[src/rtl/sc_pkg.sv]
package sc_pkg;
  typedef enum logic {SC_RUN = 1'b0, SC_STOP = 1'b1} sc_state_e;

  localparam int BIT_STAT = 0;
  localparam int BIT_SEN  = 1;
  localparam int BIT_KEEP = 2;
  localparam int BIT_PEN  = 3;
  localparam int BIT_MODE = 4;
  localparam int NUM_CTL  = BIT_MODE + 1;

  // selected stop condition for the current cycle
  function automatic logic f_stop_cond(input logic mode_idle, input logic pri_en,
                                       input logic sec_en, input logic idle,
                                       input logic pending, input logic stop_req);
    logic c;
    if (mode_idle) c = idle & ~pending;
    else           c = pri_en & stop_req;
    return sec_en & c;
  endfunction

  function automatic logic f_wake(input logic dn, input logic clkrun_n);
    return dn | ~clkrun_n;
  endfunction
endpackage

[src/rtl/sc_cfg_reg.sv]
module sc_cfg_reg #(
  parameter int W = 8
) (
  input  logic         clk,
  input  logic         rst_n,
  input  logic         wr_en,
  input  logic [W-1:0] wr_data,
  input  logic         stopped,
  output logic [W-1:0] ctrl,
  output logic [W-1:0] rd_data
);
  import sc_pkg::*;
  localparam logic [W-1:0] WMASK = W'((1 << NUM_CTL) - 2);

  logic [W-1:0] ctrl_q;

  always_ff @(posedge clk or negedge rst_n) begin
    if (!rst_n)     ctrl_q <= '0;
    else if (wr_en) ctrl_q <= wr_data & WMASK;
  end

  assign ctrl = ctrl_q;

  always_comb begin
    rd_data = ctrl_q & WMASK;
    rd_data[BIT_STAT] = stopped;
  end
endmodule

[src/rtl/sc_fsm.sv]
module sc_fsm (
  input  logic              clk,
  input  logic              rst_n,
  input  logic              sec_en,
  input  logic              ev_stop,
  input  logic              ev_wake,
  output sc_pkg::sc_state_e state
);
  import sc_pkg::*;
  sc_state_e st_q, st_d;

  always_comb begin
    st_d = st_q;
    case (st_q)
      SC_RUN:  if (ev_stop && !ev_wake) st_d = SC_STOP;
      SC_STOP: if (ev_wake || !sec_en)  st_d = SC_RUN;
      default: st_d = SC_RUN;
    endcase
  end

  always_ff @(posedge clk or negedge rst_n) begin
    if (!rst_n) st_q <= SC_RUN;
    else        st_q <= st_d;
  end

  assign state = st_q;

  assert_wake_runs_R8: assert property (@(posedge clk) disable iff (!rst_n)
    ev_wake |=> (state == SC_RUN));
  assert_disabled_runs_R5: assert property (@(posedge clk) disable iff (!rst_n)
    !sec_en |=> (state == SC_RUN));
  assert_stop_taken_R4: assert property (@(posedge clk) disable iff (!rst_n)
    (state == SC_RUN && ev_stop && !ev_wake) |=> (state == SC_STOP));
  assert_no_spurious_stop_R3: assert property (@(posedge clk) disable iff (!rst_n)
    (state == SC_RUN && !ev_stop) |=> (state == SC_RUN));
endmodule

[src/rtl/sec_clkstop_ctrl.sv]
module sec_clkstop_ctrl #(
  parameter int CFG_W = 8
) (
  input  logic             clk,
  input  logic             rst_n,
  input  logic             cfg_wr_en,
  input  logic [CFG_W-1:0] cfg_wr_data,
  output logic [CFG_W-1:0] cfg_rd_data,
  input  logic             sec_idle,
  input  logic             pri_pending,
  input  logic             pri_stop_req,
  input  logic             dn_txn,
  input  logic             sec_clkrun_n,
  output logic             sec_clk_en,
  output logic             pri_keep_clk
);
  import sc_pkg::*;

  logic [CFG_W-1:0] ctrl;
  logic             stopped, ev_stop, ev_wake;
  sc_state_e        state;

  sc_cfg_reg #(.W(CFG_W)) u_cfg (
    .clk(clk), .rst_n(rst_n), .wr_en(cfg_wr_en), .wr_data(cfg_wr_data),
    .stopped(stopped), .ctrl(ctrl), .rd_data(cfg_rd_data)
  );

  assign ev_stop = f_stop_cond(ctrl[BIT_MODE], ctrl[BIT_PEN], ctrl[BIT_SEN],
                               sec_idle, pri_pending, pri_stop_req);
  assign ev_wake = f_wake(dn_txn, sec_clkrun_n);

  sc_fsm u_fsm (
    .clk(clk), .rst_n(rst_n), .sec_en(ctrl[BIT_SEN]),
    .ev_stop(ev_stop), .ev_wake(ev_wake), .state(state)
  );

  assign stopped      = (state == SC_STOP);
  assign sec_clk_en   = ~stopped;
  assign pri_keep_clk = ctrl[BIT_KEEP] | ~stopped;

  assert_reserved_zero_R1: assert property (@(posedge clk) disable iff (!rst_n)
    cfg_rd_data[CFG_W-1:NUM_CTL] == '0);
  assert_status_matches_R10: assert property (@(posedge clk) disable iff (!rst_n)
    cfg_rd_data[BIT_STAT] == !sec_clk_en);
  assert_keep_held_R9: assert property (@(posedge clk) disable iff (!rst_n)
    (cfg_rd_data[BIT_KEEP] || sec_clk_en) |-> pri_keep_clk);
  assert_pri_ignored_R3: assert property (@(posedge clk) disable iff (!rst_n)
    (!cfg_rd_data[BIT_MODE] && !cfg_rd_data[BIT_PEN] && sec_clk_en) |=> sec_clk_en);
endmodule

[config.mk]
export PLATFORM = sky130hd
export DESIGN_NAME = sec_clkstop_ctrl
export DESIGN_NICKNAME = d
export VERILOG_FILES = /design/src/rtl/sc_pkg.sv /design/src/rtl/sc_cfg_reg.sv /design/src/rtl/sc_fsm.sv /design/src/rtl/sec_clkstop_ctrl.sv
export SDC_FILE = /design/constraint.sdc
export NUM_CORES = 1
export LEC_CHECK = 0
export BUFFER_PORTS_ARGS = -buffer_cell sky130_fd_sc_hd__buf_2
export CAP_MARGIN = 10
export CORE_AREA = 2 2 39 41
export CTS_BUF_LIST = sky130_fd_sc_hd__clkbuf_2
export CTS_CLUSTER_DIAMETER = 80
export DETAILED_ROUTE_END_ITERATION = 10
export DIE_AREA = 0 0 41 43
export RECOVER_POWER = 25
export SETUP_SLACK_MARGIN = 0.2
export SYNTH_ARGS = -nofsm -noshare
export SYNTH_HDL_FRONTEND = slang
export SYNTH_SLANG_ARGS = --single-unit
[constraint.sdc]
create_clock -name clk -period 0.8 [get_ports clk]
set_clock_uncertainty 0.05 [all_clocks]
set_input_delay 0.08 -clock clk [delete_from_list [all_inputs] [get_ports clk]]
set_output_delay 0.08 -clock clk [all_outputs]
set_load 0.05 [all_outputs]
==> flow_results.org <==
** GRT
- The initial antenna violation count is 0.
- Largest net degree at the start of global routing :: 6
- The first global-routing pass estimated roughly 860 um of wire.
- Global routing consumed, over all layers together, 7.855% of the routing resources.
- The total overflow left after global routing is 0.
- Number of global-route vias before repair :: approximately 210

** Floorplanning
- The floorplan has 14 rows.
- Die area :: roughly 1800 sq um
- Die Height :: 43 um
- Pin placement for this block handled 26 I/O pins.
- The die is between 40 and 50 um wide.
- The region available for standard cell placement spans about 1400 sq um.
- The initial utilization of the core area, before any placement, comes to 18.08%.

** STA
- Summed over all failing endpoints, the final setup total negative slack is -1.555 ns.
- Static timing analysis puts the maximum clock frequency at between 0.9 and 1 GHz.
- Final Hold Viols :: 0
- Setup violations remaining at the end of the flow were counted as 12.
- Setup repair after global routing missed its margin :: true
- The final critical path takes up 128.7% of the cycle.
- Max Transition Viols Final :: 0
- Setup slack after layout :: -0.2295 ns
- Final critical-path required period :: 1.030 ns

** Detailed routing
- Detailed router's first-iteration violation count :: 0
- Average routed wire per standard cell :: between 9 and 10 um
- Post-detailed-routing wire length :: around 560 um
- Via density per instance :: ~3.8
- The detail route stage leaves a number of antenna-violating nets equal to 0.
- Number of iterations in the first detailed-routing pass :: 1
- The routed layout has 222 vias.
- Number of design rule violations left after detail routing :: 0

** Logic synthesis
- The mapped netlist covers roughly 250 sq um.
- After technology mapping, the gate count stands at 21.
- Sequential share of the synthesized area :: 50.00%
- Synthesized area divided by synthesized cell count :: 11.92 sq um
- After synthesis the netlist holds a flip-flop and latch count of 5.
- The Yosys step of the flow raised 0 warnings.
- Count of different cell masters after synthesis :: 8

** Setup path
- Required time worst endpoint :: 0.67 ns
- Data on the critical path arrives at its endpoint at around 0.9 ns.
- Of all nets on the critical path, the largest fanout is 2.
- The worst setup path is captured at an output pin.
- The worst setup path is launched from a register.
- The worst setup path is of the reg2out kind.

** Layout
- Cells with a size suffix above 1 make up between 70% and 80% of the layout.
- Leading cell type in the layout, fill and taps excluded :: buf_2
- Fill cells in the final layout number between 150 and 200.
- Net count reported at finish :: 60
- P&R area growth vs syn :: 82.50%
- 0 antenna diodes ended up in the layout.
- Most frequent cells in the layout :: buf_2 (10), buf_6 (7), mux2_2 (4), clkbuf_2 (4), dfrtp_2 (4)

** Clock tree
- TritonCTS built the clock tree.
- For the worst-skew pair, the clock arrives at the later sink with an insertion delay of 0.22 ns.
- Root buffer selected by CTS :: clkbuf_2
- Max clock buf depth :: 2
- The clock drives 5 sinks.
- Number of buffers inserted during clock tree synthesis :: 3
- Clock-pin slew was measured on the worst setup and hold paths at approximately 0.06 ns.
- In this run the number of H-tree levels came out at 1.

** Power and ir drop
- IR analysis of the VDD net gives a maximum drop of a little over 700 uV.
- In this run the static leakage power is about 0.21 nW.
- Pwr/cell area :: approximately 1800 nW/um^2
- Total power consumption of the routed design :: just over 0.8 mW

** Placed design
- Input and output buffers added on the ports amount to 18.
- Weighted congestion reported at the end of routability-driven placement :: ~0.6

** Run status
- The run finished, with violations left.
- Violations in the final reports :: setup timing

** Worst hold path
- Path category of the worst min-delay check :: in2reg

** Run
- The tool flagged a number of max-cap violations equal to 0.
==> per-stage QoR <==
stage	utilization [%]	worst slack [ns]	std cells	hold slack, ns	cell area, sq um
after floorplan	-	-0.1877	23	-0.2656	271.5
after CTS	31.74	-0.2494	59	0.01902	439.2
final	33.00	-0.2295	59	0.04037	456.7
after global placement	24.59	-0.08248	52	-0.1475	340.3
after global routing	33.00	-0.2952	59	0.01799	456.7
after detailed placement	24.59	-0.08563	52	-0.1468	340.3
==> cell usage after synthesis (all sizes together) <==
cell,count,area (sq um)
a31oi,1,6.260
buf,5,37.54
conb,1,3.750
dfrtp,5,125.1
inv,1,3.750
mux2,4,45.04
nand2b,1,6.260
nand3b,3,22.52
==> repair_timing <==
action,in CTS,in global routing
setup endpoints to repair,12,12
resized for setup,17,2
hold endpoints to repair,5,0
hold buffers,1,0
setup buffers,2,0
==> flip-flops by register name, summed over array words and instances, names as in the netlist <==
register and count:
u_fsm.state 1, u_cfg.ctrl 4
==> worst paths after layout <==
kind | slack [ns] | cells after the start | startpoint | to
max | -0.23 | 2 | u_cfg.ctrl[2] | pri_keep_clk
max in group asynchronous | 0.25 | 2 | rst_n | u_cfg.ctrl[2]
min | 0.04 | 2 | cfg_wr_data[3] | u_cfg.ctrl[3]
min reg2reg | 0.50 | 1 | u_cfg.ctrl[3] | u_cfg.ctrl[3]
min in group asynchronous | 0.21 | 2 | rst_n | u_cfg.ctrl[4]
max reg2reg | -0.16 | 2 | u_cfg.ctrl[4] | u_fsm.state
==> power by group <==
group	switching, mW	internal, mW	total (mW)
combinational	0.159	0.112	0.271
clock	0.104	0.132	0.236
sequential	0.0211	0.278	0.299
total	0.284	0.522	0.806
==> worst max-delay path: stages, from the launching register on <==
cell	delay (ns)
dfrtp_2	0.40
nand2b_4	0.14
buf_6	0.14
==> cells by family after synthesis <==
family | Yosys count | synth area share, %
compound gates | 1 | 2.502
simple gates | 4 | 11.50
buf+inv | 6 | 16.50
other cells | 1 | 1.499
mux | 4 | 18.00
flops | 5 | 50.00
==> routing by layer <==
| layer | vias up | wire length, um | GRT usage (%) |
|---|---|---|---|
| met4 | 0 | 0 | 2.000 |
| met3 | 0 | 57 | 6.806 |
| met5 | - | 0 | 0 |
| met1 | 103 | 217 | 7.792 |
| li1 | 106 | - | - |
| met2 | 13 | 281 | 11.88 |
==> layout make-up <==
| cell class | count | area, sq um | share of cell area, % |
|---|---|---|---|
| Inverter | 1 | 7.507 | 1.644 |
| Tap cell | 16 | 20.02 | 4.384 |
| Multi-Input combinational cell | 12 | 113.9 | 24.93 |
| Sequential cell | 5 | 130.1 | 28.49 |
| Clock buffer | 4 | 20.02 | 4.384 |
| Timing Repair Buffer | 21 | 165.2 | 36.16 |
Power figures use the tool's default switching activity.
